### src/rtl/oca_pkg.sv
package oca_pkg;

    // Classification of a result word with respect to the two zero encodings.
    typedef enum logic [1:0] {
        ZC_NONE = 2'd0,
        ZC_POS  = 2'd1,
        ZC_NEG  = 2'd2
    } zero_class_e;

    localparam int unsigned DEFAULT_WIDTH = 16;

endpackage

### src/rtl/oca_carry_stage.sv
// First adder: plain binary sum of the operands, split into a WIDTH-bit
// partial result and the carry out of the top bit.
module oca_carry_stage #(
    parameter int unsigned WIDTH = 16
) (
    input  logic [WIDTH-1:0] op_x,
    input  logic [WIDTH-1:0] op_y,
    output logic [WIDTH-1:0] partial,
    output logic             carry
);
    localparam int unsigned FULLW = WIDTH + 1;

    logic [FULLW-1:0] full;

    always_comb begin
        full    = {1'b0, op_x} + {1'b0, op_y};
        partial = full[WIDTH-1:0];
        carry   = full[FULLW-1];
    end
endmodule

### src/rtl/oca_fold_stage.sv
// Second adder: adds the carry from the first stage in at bit 0.
// With a carry the partial sum is at most all-ones minus one, so this stage
// never produces a carry of its own.
module oca_fold_stage #(
    parameter int unsigned WIDTH = 16
) (
    input  logic [WIDTH-1:0] partial,
    input  logic             carry,
    output logic [WIDTH-1:0] folded
);
    logic [WIDTH-1:0] carry_word;

    always_comb begin
        carry_word = {{(WIDTH-1){1'b0}}, carry};
        folded     = partial + carry_word;
    end
endmodule

### src/rtl/oca_zero_detect.sv
// Classifies a word as positive zero, negative zero, or neither.
module oca_zero_detect
    import oca_pkg::*;
#(
    parameter int unsigned WIDTH = 16
) (
    input  logic [WIDTH-1:0] value,
    output zero_class_e      cls
);
    logic all_clear;
    logic all_set;

    always_comb begin
        all_clear = ~|value;
        all_set   = &value;
        if (all_clear)    cls = ZC_POS;
        else if (all_set) cls = ZC_NEG;
        else              cls = ZC_NONE;
    end
endmodule

### src/rtl/ones_comp_adder.sv
module ones_comp_adder
    import oca_pkg::*;
#(
    parameter int unsigned WIDTH = DEFAULT_WIDTH
) (
    input  logic             clk,
    input  logic             rst_n,
    input  logic             in_valid,
    input  logic [WIDTH-1:0] op_a,
    input  logic [WIDTH-1:0] op_b,
    output logic             out_valid,
    output logic [WIDTH-1:0] sum,
    output logic             pos_zero,
    output logic             neg_zero
);
    typedef struct packed {
        logic             vld;
        logic [WIDTH-1:0] res;
        logic             pz;
        logic             nz;
    } state_t;

    state_t st_d, st_q;

    logic [WIDTH-1:0] partial;
    logic             carry;
    logic [WIDTH-1:0] folded;
    zero_class_e      cls;

    oca_carry_stage #(.WIDTH(WIDTH)) u_carry (
        .op_x    (op_a),
        .op_y    (op_b),
        .partial (partial),
        .carry   (carry)
    );

    oca_fold_stage #(.WIDTH(WIDTH)) u_fold (
        .partial (partial),
        .carry   (carry),
        .folded  (folded)
    );

    oca_zero_detect #(.WIDTH(WIDTH)) u_zero (
        .value (folded),
        .cls   (cls)
    );

    always_comb begin
        st_d     = st_q;
        st_d.vld = in_valid;
        if (in_valid) begin
            st_d.res = folded;
            st_d.pz  = (cls == ZC_POS);
            st_d.nz  = (cls == ZC_NEG);
        end
    end

    always_ff @(posedge clk or negedge rst_n) begin
        if (!rst_n) st_q <= '0;
        else        st_q <= st_d;
    end

    assign out_valid = st_q.vld;
    assign sum       = st_q.res;
    assign pos_zero  = st_q.pz;
    assign neg_zero  = st_q.nz;
endmodule

### config.mk
export PLATFORM = sky130hd
export DESIGN_NAME = ones_comp_adder
export DESIGN_NICKNAME = d
export VERILOG_FILES = /design/src/rtl/oca_pkg.sv /design/src/rtl/oca_carry_stage.sv /design/src/rtl/oca_fold_stage.sv /design/src/rtl/oca_zero_detect.sv /design/src/rtl/ones_comp_adder.sv
export SDC_FILE = /design/constraint.sdc
export NUM_CORES = 1
export LEC_CHECK = 0
export CORE_MARGIN = 5
export CORE_UTILIZATION = 53
export DETAILED_ROUTE_END_ITERATION = 8
export GPL_TIMING_DRIVEN = 0
export PLACE_DENSITY = 0.86
export SETUP_SLACK_MARGIN = 0.3
export SKIP_CTS_REPAIR_TIMING = 1
export SLEW_MARGIN = 10
export SYNTH_ARGS = -nofsm -noshare
export SYNTH_HDL_FRONTEND = slang
export SYNTH_HIERARCHICAL = 1
export SYNTH_SLANG_ARGS = --single-unit
### constraint.sdc
create_clock -name clk -period 2 [get_ports clk]
set_input_delay 0.4 -clock clk [delete_from_list [all_inputs] [get_ports clk]]
set_output_delay 0.4 -clock clk [all_outputs]
set_load 0.005 [all_outputs]
# [After elaboration in Yosys (flattened, before gate mapping)]
# Index checks and enable logic that the tools add are counted.
[word_totals] regBits=19 latchBits=0 mem_bits_rw=0 romBits=0 out_inout_bits=19 n_memories=0
[op_classes] addsub=2 mul=0 div_mod_pow=0 n_lt_le_gt_ge=0 n_eq_ne=2 n_shift=0 muxes=2 n_bitwise=0 reduce_logical=2
[op_table] op="adder 16 x 16 -> 17 bit" count=1
[op_table] op="adder 16 x 1 -> 16 bit" count=1
[op_table] op="AND reduction 16 bit" count=1
[op_table] op="OR reduction 16 bit" count=1
[op_table] op="2-to-1 mux 2 bit" count=2
[op_table] op="equality test 2 x 1 -> 1 bit, second input constant" count=1
[op_table] op="equality test 2 bit, second input constant" count=1

# [Longest topological paths before layout]
# Gate-level depths: netlist of run 1.
[depth] ltp_word=6 depth_mapped=17 ltp_nobuf=17

# [Modules after synthesis]
# The synthesis of run 1 kept the hierarchy.
[modules_own_cells] mod="oca_carry_stage" n_inst=1 cells_each=110 area_per_inst_um2=855.8 seq_area_each_um2=0.0
[modules_own_cells] mod="ones_comp_adder" n_inst=1 cells_each=43 area_per_inst_um2=770.7 seq_area_each_um2=475.5
[modules_own_cells] mod="oca_fold_stage" n_inst=1 cells_each=45 area_per_inst_um2=327.8 seq_area_each_um2=0.0
[modules_own_cells] mod="oca_zero_detect" n_inst=1 cells_each=10 area_per_inst_um2=65.1 seq_area_each_um2=0.0

# [Worst setup path after synthesis of run 1]
# OpenSTA, ideal clock, no wires.
[synth_timing] kind="input-to-reg" startpoint="in op_a[0]" endpoint="reg st_q, in the netlist pos_zero" setup_time_ns=0.127 arrival_time_ns=3.771 setup_slack_ns=-1.898 stages=14 path_buffers=0 cell_sequence="ha_1 fa_1 a21o_1 a221oi_2 o21bai_2 a211oi_1 nand2_1 or3_1 nor4_2 xor2_1 nand4_1 nor4_1 nand3b_1 o21ai_0"
[synth_between] elab_chain_len=6 elab_cells_between_ends=7 classes_between="2 x add/sub; 1 x eq/ne; 2 x mux; 2 x reduce/logical"
[synth_rtl] item="start: declaration" line_no="ones_comp_adder.sv:9" source="input logic [WIDTH-1:0] op_a,"
[synth_rtl] item="adder 16 x 16 -> 17 bit *" line_no="oca_carry_stage.sv:16" source="full = {1'b0, op_x} + {1'b0, op_y};"
[synth_rtl] item="via partial[10]" line_no="ones_comp_adder.sv:25" source="logic [WIDTH-1:0] partial;"
[synth_rtl] item="adder 16 x 1 -> 16 bit *" line_no="oca_fold_stage.sv:15" source="folded = partial + carry_word;"
[synth_rtl] item="via folded[15]" line_no="ones_comp_adder.sv:27" source="logic [WIDTH-1:0] folded;"
[synth_rtl] item="AND reduction 16 bit" line_no="oca_zero_detect.sv:15" source="all_set = &value;"
[synth_rtl] item="2-to-1 mux 2 bit" line_no="oca_zero_detect.sv:17" source="else if (all_set) cls = ZC_NEG;"
[synth_rtl] item="2-to-1 mux 2 bit *" line_no="oca_zero_detect.sv:16" source="if (all_clear) cls = ZC_POS;"
[synth_rtl] item="via cls[1]" line_no="ones_comp_adder.sv:28" source="zero_class_e cls;"
[synth_rtl] item="equality test 2 x 1 -> 1 bit *" line_no="ones_comp_adder.sv:53" source="st_d.pz = (cls == ZC_POS);"
[synth_rtl] item="end signal: assignment" line_no="ones_comp_adder.sv:60" source="else st_q <= st_d;"
[synth_rtl] item="end: declaration" line_no="ones_comp_adder.sv:23" source="state_t st_d, st_q;"
# The timed path passes the listed nets; every way through them passes the cells marked *.
# A chain may end at the register's enable or synchronous reset.

# [Final worst setup path of run 1]
[layout_timing] startpoint="in op_b[0]" endpoint="reg st_q, in the netlist neg_zero"
[layout_between] elab_chain_len=6 elab_cells_between_ends=7 classes_between="2 x add/sub; 1 x eq/ne; 2 x mux; 2 x reduce/logical"
[layout_rtl] item="start: declaration" line_no="ones_comp_adder.sv:10" source="input logic [WIDTH-1:0] op_b,"
[layout_rtl] item="adder 16 x 16 -> 17 bit *" line_no="oca_carry_stage.sv:16"
[layout_rtl] item="via carry" line_no="ones_comp_adder.sv:26" source="logic carry;"
[layout_rtl] item="adder 16 x 1 -> 16 bit *" line_no="oca_fold_stage.sv:15"
[layout_rtl] item="via folded[5]" line_no="ones_comp_adder.sv:27"
[layout_rtl] item="AND reduction 16 bit" line_no="oca_zero_detect.sv:15"
[layout_rtl] item="2-to-1 mux 2 bit" line_no="oca_zero_detect.sv:17"
[layout_rtl] item="2-to-1 mux 2 bit *" line_no="oca_zero_detect.sv:16"
[layout_rtl] item="via cls[1]" line_no="ones_comp_adder.sv:28"
[layout_rtl] item="equality test 2 bit *" line_no="ones_comp_adder.sv:54" source="st_d.nz = (cls == ZC_NEG);"
# Marks and branches as above.

==> results of run 1 <==
-- logic make-up (layout without fill, tap and decap cells) --
family                   count (synthesis)  in the layout  share of synthesized area, %
AO/OA/AOI/OAI                           46             46                          17.4
XOR/XNOR                                24             24                          10.8
adder cells (fa/ha/maj)                 20             20                          12.8
buffers and inverters                   21            108                          5.76
flip-flops                              19             19                          23.5
multiplexers                            16             16                          11.9
other                                    0              1                             0
AND/OR/NAND/NOR                         62             62                          17.8
-- through the flow --
stage	setup slack (ps)	std cells	instance area, um^2	power [mW]
finish	-1940	344	3480	2.23
global route	-2050	343	3480	2.31
CTS	-2190	313	2820	1.81
detailed placement	-2450	309	2780	1.55
global placement	-2380	309	2780	1.52
floorplan	-1610	208	2190	1.17
-- critical path, delay by kind of cell --
| family | cells | cell delay [ps] |
|---|---|---|
| AOI/OAI and AO/OA | 6 | 1110 |
| xor gates and xnor gates | 1 | 310 |
| adders and majority gates | 3 | 680 |
| buffers and inverters | 4 | 620 |
| and+or+nand+nor | 5 | 980 |
-- report_power, final --
group / switching, mW / total (mW) / internal (mW)
registers: 0.0698 / 0.546 / 0.476
clock network: 0.122 / 0.264 / 0.142
logic: 0.673 / 1.42 / 0.747
-- synthesized netlist by cell type, drive strengths merged --
master	n
a2111oi	1
a211o	1
a211oi	4
a21o	9
a21oi	8
a221oi	2
a311oi	1
a31oi	1
a41oi	2
and2	1
and3	4
and4	2
buf	10
clkbuf	1
dfrtp	19
fa	1
ha	19
inv	10
mux2	16
nand2	9
nand2b	1
nand3	9
nand3b	2
nand4	6
nor2	6
nor2b	2
nor3	7
nor4	10
o211a	1
o211ai	3
o21ai	7
o21bai	2
o221ai	1
o311a	1
o311ai	2
or3	3
xnor2	14
xor2	10
-- registers in the layout, indices dropped and copies added, names as in the netlist --
| register | count |
|---|---|
| pos_zero | 1 |
| neg_zero | 1 |
| sum | 16 |
| out_valid | 1 |
-- layer usage --
metal | track usage (%) | up-vias | part of all wire, %
li1 | - | 958 | -
met1 | 21.9 | 1128 | 35
met2 | 30.4 | 195 | 52
met3 | 2.10 | 66 | 7.1
met4 | 5.43 | 0 | 6.6
met5 | 0 | - | 0
-- area by class of cell --
cell class                      count  area share, %
Multi-Input combinational cell    168           55.8
Timing Repair Buffer               83           23.4
Sequential cell                    19           13.7
Buffer                             11           3.02
Tap cell                           48           1.73
Clock buffer                        4           1.29
Inverter                           10           1.08
Antenna cell                        1         0.0719
-- worst paths after layout --
path / to / start
setup / recovery: neg_zero / op_b[0]
hold / removal: sum[9] / sum[9]
setup reg to reg: sum[8] / sum[8]
hold reg to reg: sum[9] / sum[9]
max in group asynchronous: sum[1] / rst_n
min in group asynchronous: sum[7] / rst_n
==> results.yml, run 1 <==
layout:
  regArea_um2: 475
  drive_gt1_share_pct: 44.1
  final_util_pct: 94.4
  layout_common_cells: "clkdlybuf4s50_1, buf_4, dfrtp_1, dlymetal6s2s_1, mux2_4"
  fillCellCount: 103
  final_common_cell: "clkdlybuf4s50_1"
  area.growth.synth_to_final_pct: 72.4
  multi_input_area_mm2: 0.00194
  nNetsFinal: 351
yosys:
  synth_fp_nets: 263
  syn_area_mm2: 0.00202
  ys.warnings.count: 6
  synth_top_area_cell: "dfrtp_1"
  synth_seq_cells: 19
  syn_area_per_cell_um2: 9.71
  yosysUniqueCellTypes: 48
  yosysSeqAreaShare_pct: 23.5
  yosysTopAreaCellShare_pct: 23.5
  syn_inst: 208
  yosys-top-cells-area: "dfrtp_1, mux2_4, ha_1"
routing:
  drtPass1Iterations: 4
  num_vias: 2347
  drtIter0Drc: 221
  ant_nets: 0
  viasPerCell: 6.82
  routed_wl_mm: 8.48
  wl_per_cell_um: 24.6
  drc: 0
min_path:
  hold_class: "reg2reg"
  holdPathStages: 1
sta:
  max_freq_ghz: 0.254
  worst_slew_pin_slew_ps: 1150
  fin_ws_ps: -1940
  finalSetupViolations: 18
  final_hold_viol_count: 0
  maxSlewViolCount: 0
  slew_headroom_pct: 23.0
  min_period_ps: 3940
  rsz0062_at_grt: "yes"
  clock_skew_ps: 0
  timing.final.crit_share_pct: 197
  timing.hold.ws_ps: 516
  fin_setup_tns_ps: -22850
floorplan:
  io_pins: 54
  start_util_pct: 54.7
  die_x_um: 71.7
  core_mm2: 0.00369
  rows: 22
  die_y_um: 71.7
  dieArea_mm2: 0.00514
clocking:
  clkSlewWorstSetupHoldPaths_ps: 60
  h-tree-depth: 1
  clkLatencyLatePin_ps: 260
  numCtsBuffers: 3
  cts.sinks: 19
  cts_buffer_depth: 2
  root_buffer: "clkbuf_8"
  cts_tree: "built"
worst_setup_path:
  cp-start-kind: "input port"
  crit_top_cell: "buf_4"
  cp_max_fo: 3
  arrival_ps: 4110
  path_class: "in2reg"
  rr_worst_depth: 1
  critPathMaxStageDelay_ps: 370
  cp_slowest_cell: "fa_2"
  cp_cell_sequence: "buf_6, ha_4, fa_2, a21o_1, a221oi_4, buf_4, o21ai_4, a21oi_2, buf_4, o21ai_4, buf_4, ha_4, nand3_4, nor2_2, xor2_1, nand4_1, nor4_2, nand3b_1, o21ai_1"
  required_ps: 2170
  rrSetupSlack_ps: 1190
  cp-end-kind: "register"
global_routing:
  gr-usage-all-layers_pct: 17.3
  grt_max_degree: 20
  first_global_vias: 1639
  antenna_found_initial: 0
  grt_overflow: 0
  grt_pass1_wl_mm: 7.33
status:
  violations: "setup timing"
  outcome: "finished, violations left"
placed_design:
  hpwl_mm: 3.74
  io_buffer_count: 53
  gp_congestion: 0.841
power:
  ir_drop_uv: 311
  power.leakage_nw: 1.65
  power_density_mw_per_mm2: 640
run:
  drv_cap: 0
Note: power is estimated with default switching activity, not from simulation.
==> run 2, diff against run 1 <==
CORE_MARGIN = 2   (was 5)
==> results.yml, run 2 (synthesized netlist as in run 1, its figures left out) <==
worst_setup_path:
  path_class: "in2reg"
  cp-start-kind: "input port"
  arrival_ps: 4360
  cp_num_buf_inv: 2
  cp-end-kind: "register"
  critPathMaxStageDelay_ps: 460
  cp_cell_sequence: "clkdlybuf4s50_1, ha_1, buf_2, a211oi_2, o21ai_0, o211ai_1, nand2_1, xor2_1, nand2_1, or3_4, nor4_4, xor2_2, nand4_1, nor4_2, nand3b_1, o21ai_2"
  crit_top_cell: "nand2_1"
  cp_max_fo: 7
  cp_slowest_cell: "nor4_2"
  cpLargestDelayFamily: "simple AND/OR/NAND/NOR gates"
  required_ps: 2150
sta:
  finalSetupViolations: 18
  max_freq_ghz: 0.237
  worst_slew_pin_slew_ps: 926
  maxSlewViolCount: 0
  clock_skew_ps: 0
  fin_ws_ps: -2220
  rsz0062_at_grt: "yes"
  final_hold_viol_count: 0
  timing.final.crit_share_pct: 211
  min_period_ps: 4220
  slew_headroom_pct: 38.0
  fin_setup_tns_ps: -23490
routing:
  num_vias: 2231
  viasPerCell: 6.49
  drc: 0
  routed_wl_mm: 7.92
  ant_nets: 0
  drtIter0Drc: 254
  drtPass1Iterations: 4
  wl_per_cell_um: 23.0
floorplan:
  rows: 22
  start_util_pct: 55.2
  die_x_um: 65.7
  dieArea_mm2: 0.00432
  die_y_um: 65.7
  core_mm2: 0.00366
  io_pins: 54
run:
  drv_cap: 0
layout:
  final_common_cell: "clkdlybuf4s50_1"
  drive_gt1_share_pct: 43.2
  fillCellCount: 112
  n_antenna_cell: 0
  nNetsFinal: 352
  layout_common_cells: "clkdlybuf4s50_1, buf_4, dfrtp_1, mux2_4, dlymetal6s2s_1"
  area.growth.synth_to_final_pct: 69.4
  largest_register_ffs: 16
  final_util_pct: 93.4
status:
  violations: "setup timing"
  outcome: "finished, violations left"
clocking:
  numCtsBuffers: 3
  root_buffer: "clkbuf_8"
  cts.sinks: 19
  h-tree-depth: 1
  cts_tree: "built"
  clkSlewWorstSetupHoldPaths_ps: 60
  clkLatencyLatePin_ps: 260
  cts_buffer_depth: 2
power:
  power.leakage_nw: 1.57
  power_density_mw_per_mm2: 637
  ir_drop_uv: 282
  p_total_mw: 2.18
placed_design:
  gp_congestion: 0.892
  pre_cts_ws_ps: -2550
  hpwl_mm: 3.68
  io_buffer_count: 53
global_routing:
  grt_overflow: 0
  grt_max_degree: 20
  first_global_vias: 1720
  antenna_found_initial: 0
  grt_pass1_wl_mm: 7.41
  gr-usage-all-layers_pct: 21.5
min_path:
  hold_class: "reg2reg"
run 2: cell types whose count changed in the layout (fill, tap and decap cells not counted), sizes merged:
cell	change
buf	+1
dlymetal6s2s	-6
clkdlybuf4s50	+6
diode	-1
run 2: stage by stage:
stage,instances,instance area [um^2],hold slack (ps)
2_1_floorplan,208,2190,104
3_3_place_gp,309,2780,500
3_5_place_dp,309,2780,502
4_1_cts,313,2820,519
5_1_grt,344,3420,528
6_report,344,3420,517
run 2: final timing paths:
kind | start | endpoint | slack [ps] | cells after the start
min in group asynchronous | rst_n | sum[5] | 600 | 1
min | sum[9] | sum[9] | 520 | 1
max in group asynchronous | rst_n | out_valid | 910 | 1
max | op_b[6] | pos_zero | -2220 | 16
max reg2reg | sum[5] | sum[5] | 1190 | 1
min reg2reg | sum[9] | sum[9] | 520 | 1
run 2: layout make-up:
class	instances	area [um^2]	share of cell area [%]
Buffer	11	98.8	2.89
Clock buffer	4	45.0	1.32
Inverter	10	37.5	1.10
Multi-Input combinational cell	168	1900	55.6
Sequential cell	19	475	13.9
Tap cell	48	60.1	1.76
Timing Repair Buffer	84	801	23.4
run 2: per-layer routing:
metal / global-route usage [%] / vias up / share of wire [%]
li1: - / 965 / -
met1: 25.9 / 1097 / 38
met2: 39.6 / 135 / 52
met3: 1.03 / 34 / 5.3
met4: 8.59 / 0 / 4.4
met5: 0 / - / 0
run 2: report_power, final:
part           leakage, nW  switching, mW  internal, mW
sequential           0.227         0.0651         0.476
combinational         1.32          0.644         0.732
clock               0.0228          0.121         0.142
==> run 3, diff against run 2 <==
CORE_UTILIZATION = 49   (was 53)
PLACE_DENSITY = 0.81   (was 0.86)
clock period = 4.73 ns   (was 2 ns; I/O delays follow)
==> results.yml, run 3 (synthesized netlist as in run 1, its figures left out) <==
status:
  outcome: "finished clean"
placed_design:
  placed_cells: 311
  io_buffer_count: 53
  gp_congestion: 0.868
  hpwl_mm: 3.57
floorplan:
  die_x_um: 68.2
  rows: 23
  die_y_um: 68.2
  io_pins: 54
  start_util_pct: 50.9
  dieArea_mm2: 0.00465
  core_mm2: 0.00397
layout:
  layout_common_cells: "clkdlybuf4s50_1, dfrtp_1, mux2_4, buf_4, ha_1"
  final_util_pct: 75.8
  nNetsFinal: 334
  final_cells: 328
  largest_register_ffs: 16
  drive_gt1_share_pct: 29.5
  n_antenna_cell: 0
  area.growth.synth_to_final_pct: 49.0
  final_common_cell: "clkdlybuf4s50_1"
worst_setup_path:
  cp-startpoint: "op_b[3]"
  rrSetupSlack_ps: 3940
  r2r_end: "sum[13]"
  path_class: "in2reg"
  reg2reg_from: "sum[13]"
  cp_max_fo: 7
  required_ps: 4870
  cp_cell_sequence: "clkdlybuf4s50_1, ha_4, a21o_1, a221oi_4, o21bai_4, a21oi_2, xnor2_2, nand2_1, or3_1, buf_6, or3_4, xnor2_4, nand4_1, nor4_2, nand3b_1, o21ai_1"
  cp-start-kind: "input port"
  critPathMaxStageDelay_ps: 450
  rr_worst_depth: 1
  cp_slowest_cell: "clkdlybuf4s50_1"
  arrival_ps: 4450
  cp-end-kind: "register"
sta:
  maxSlewViolCount: 0
  min_period_ps: 4310
  worst_slew_pin_slew_ps: 828
  fin_setup_tns_ps: 0
  max_freq_ghz: 0.232
  timing.final.crit_share_pct: 91.1
  clock_skew_ps: 0
  rsz0062_at_grt: "no"
  timing.hold.ws_ps: 513
  final_hold_viol_count: 0
  finalSetupViolations: 0
  slew_headroom_pct: 44.6
routing:
  ant_nets: 0
  num_vias: 1857
  drc: 0
  viasPerCell: 5.66
  drtPass1Iterations: 4
  drtIter0Drc: 133
  wl_per_cell_um: 15.0
  routed_wl_mm: 4.91
clocking:
  cts_buffer_depth: 2
  h-tree-depth: 1
  root_buffer: "clkbuf_8"
  cts.sinks: 19
  cts_tree: "built"
  clkSlewWorstSetupHoldPaths_ps: 70
  clkLatencyLatePin_ps: 250
  numCtsBuffers: 3
global_routing:
  grt_pass1_wl_mm: 6.76
  grt_max_degree: 20
  first_global_vias: 1574
  antenna_found_initial: 0
  gr-usage-all-layers_pct: 18.7
  grt_overflow: 0
min_path:
  min_to: "sum[7]"
  hold_start: "sum[7]"
  holdPathStages: 1
  hold_class: "reg2reg"
run:
  drv_cap: 0
power:
  p_total_uw: 799
  ir_drop_uv: 108
  power.leakage_nw: 1.36
  power_density_mw_per_mm2: 266
-- run 3: critical path: cells and delay by family --
family          cells  cell delay [ps]
compound gates      5              930
buf+inv             2              600
simple gates        6             1470
xor+xnor            2              320
fa+ha+maj           1              180
-- run 3: routing by layer --
layer	global-route usage [%]	share of wire, %	vias to the layer above	wire, um
met2	34.2	52	50	2560
met1	22.8	42	870	2080
met3	0.658	2.8	15	137
li1	-	-	922	-
met5	0	0	-	0
met4	7.50	2.8	0	140
-- run 3: worst max-delay path by stage --
stage               endpoint  slack [ps]
floorplan           pos_zero         430
CTS                 pos_zero        -240
finish              pos_zero         420
detailed placement  pos_zero        -470
global route        neg_zero         240
global placement    pos_zero        -360
-- run 3: cell type report --
type	count	area, um^2
Multi-Input combinational cell	168	1650
Fill cell	300	962
Timing Repair Buffer	66	651
Sequential cell	19	475
Buffer	11	86.3
Tap cell	50	62.6
Clock buffer	4	45.0
Inverter	10	37.5
-- run 3: power breakdown --
group          internal, mW  switching (mW)
Clock                0.0598          0.0498
Combinational         0.265           0.200
Sequential            0.201          0.0233
Total                 0.526           0.273
-- run 3: metrics by stage --
step           area [um^2]  worst slack, ps
2_1_floorplan         2020              425
3_3_place_gp          2620             -359
3_5_place_dp          2620             -472
4_1_cts               2660             -239
5_1_grt               3010              237
6_report              3010              419
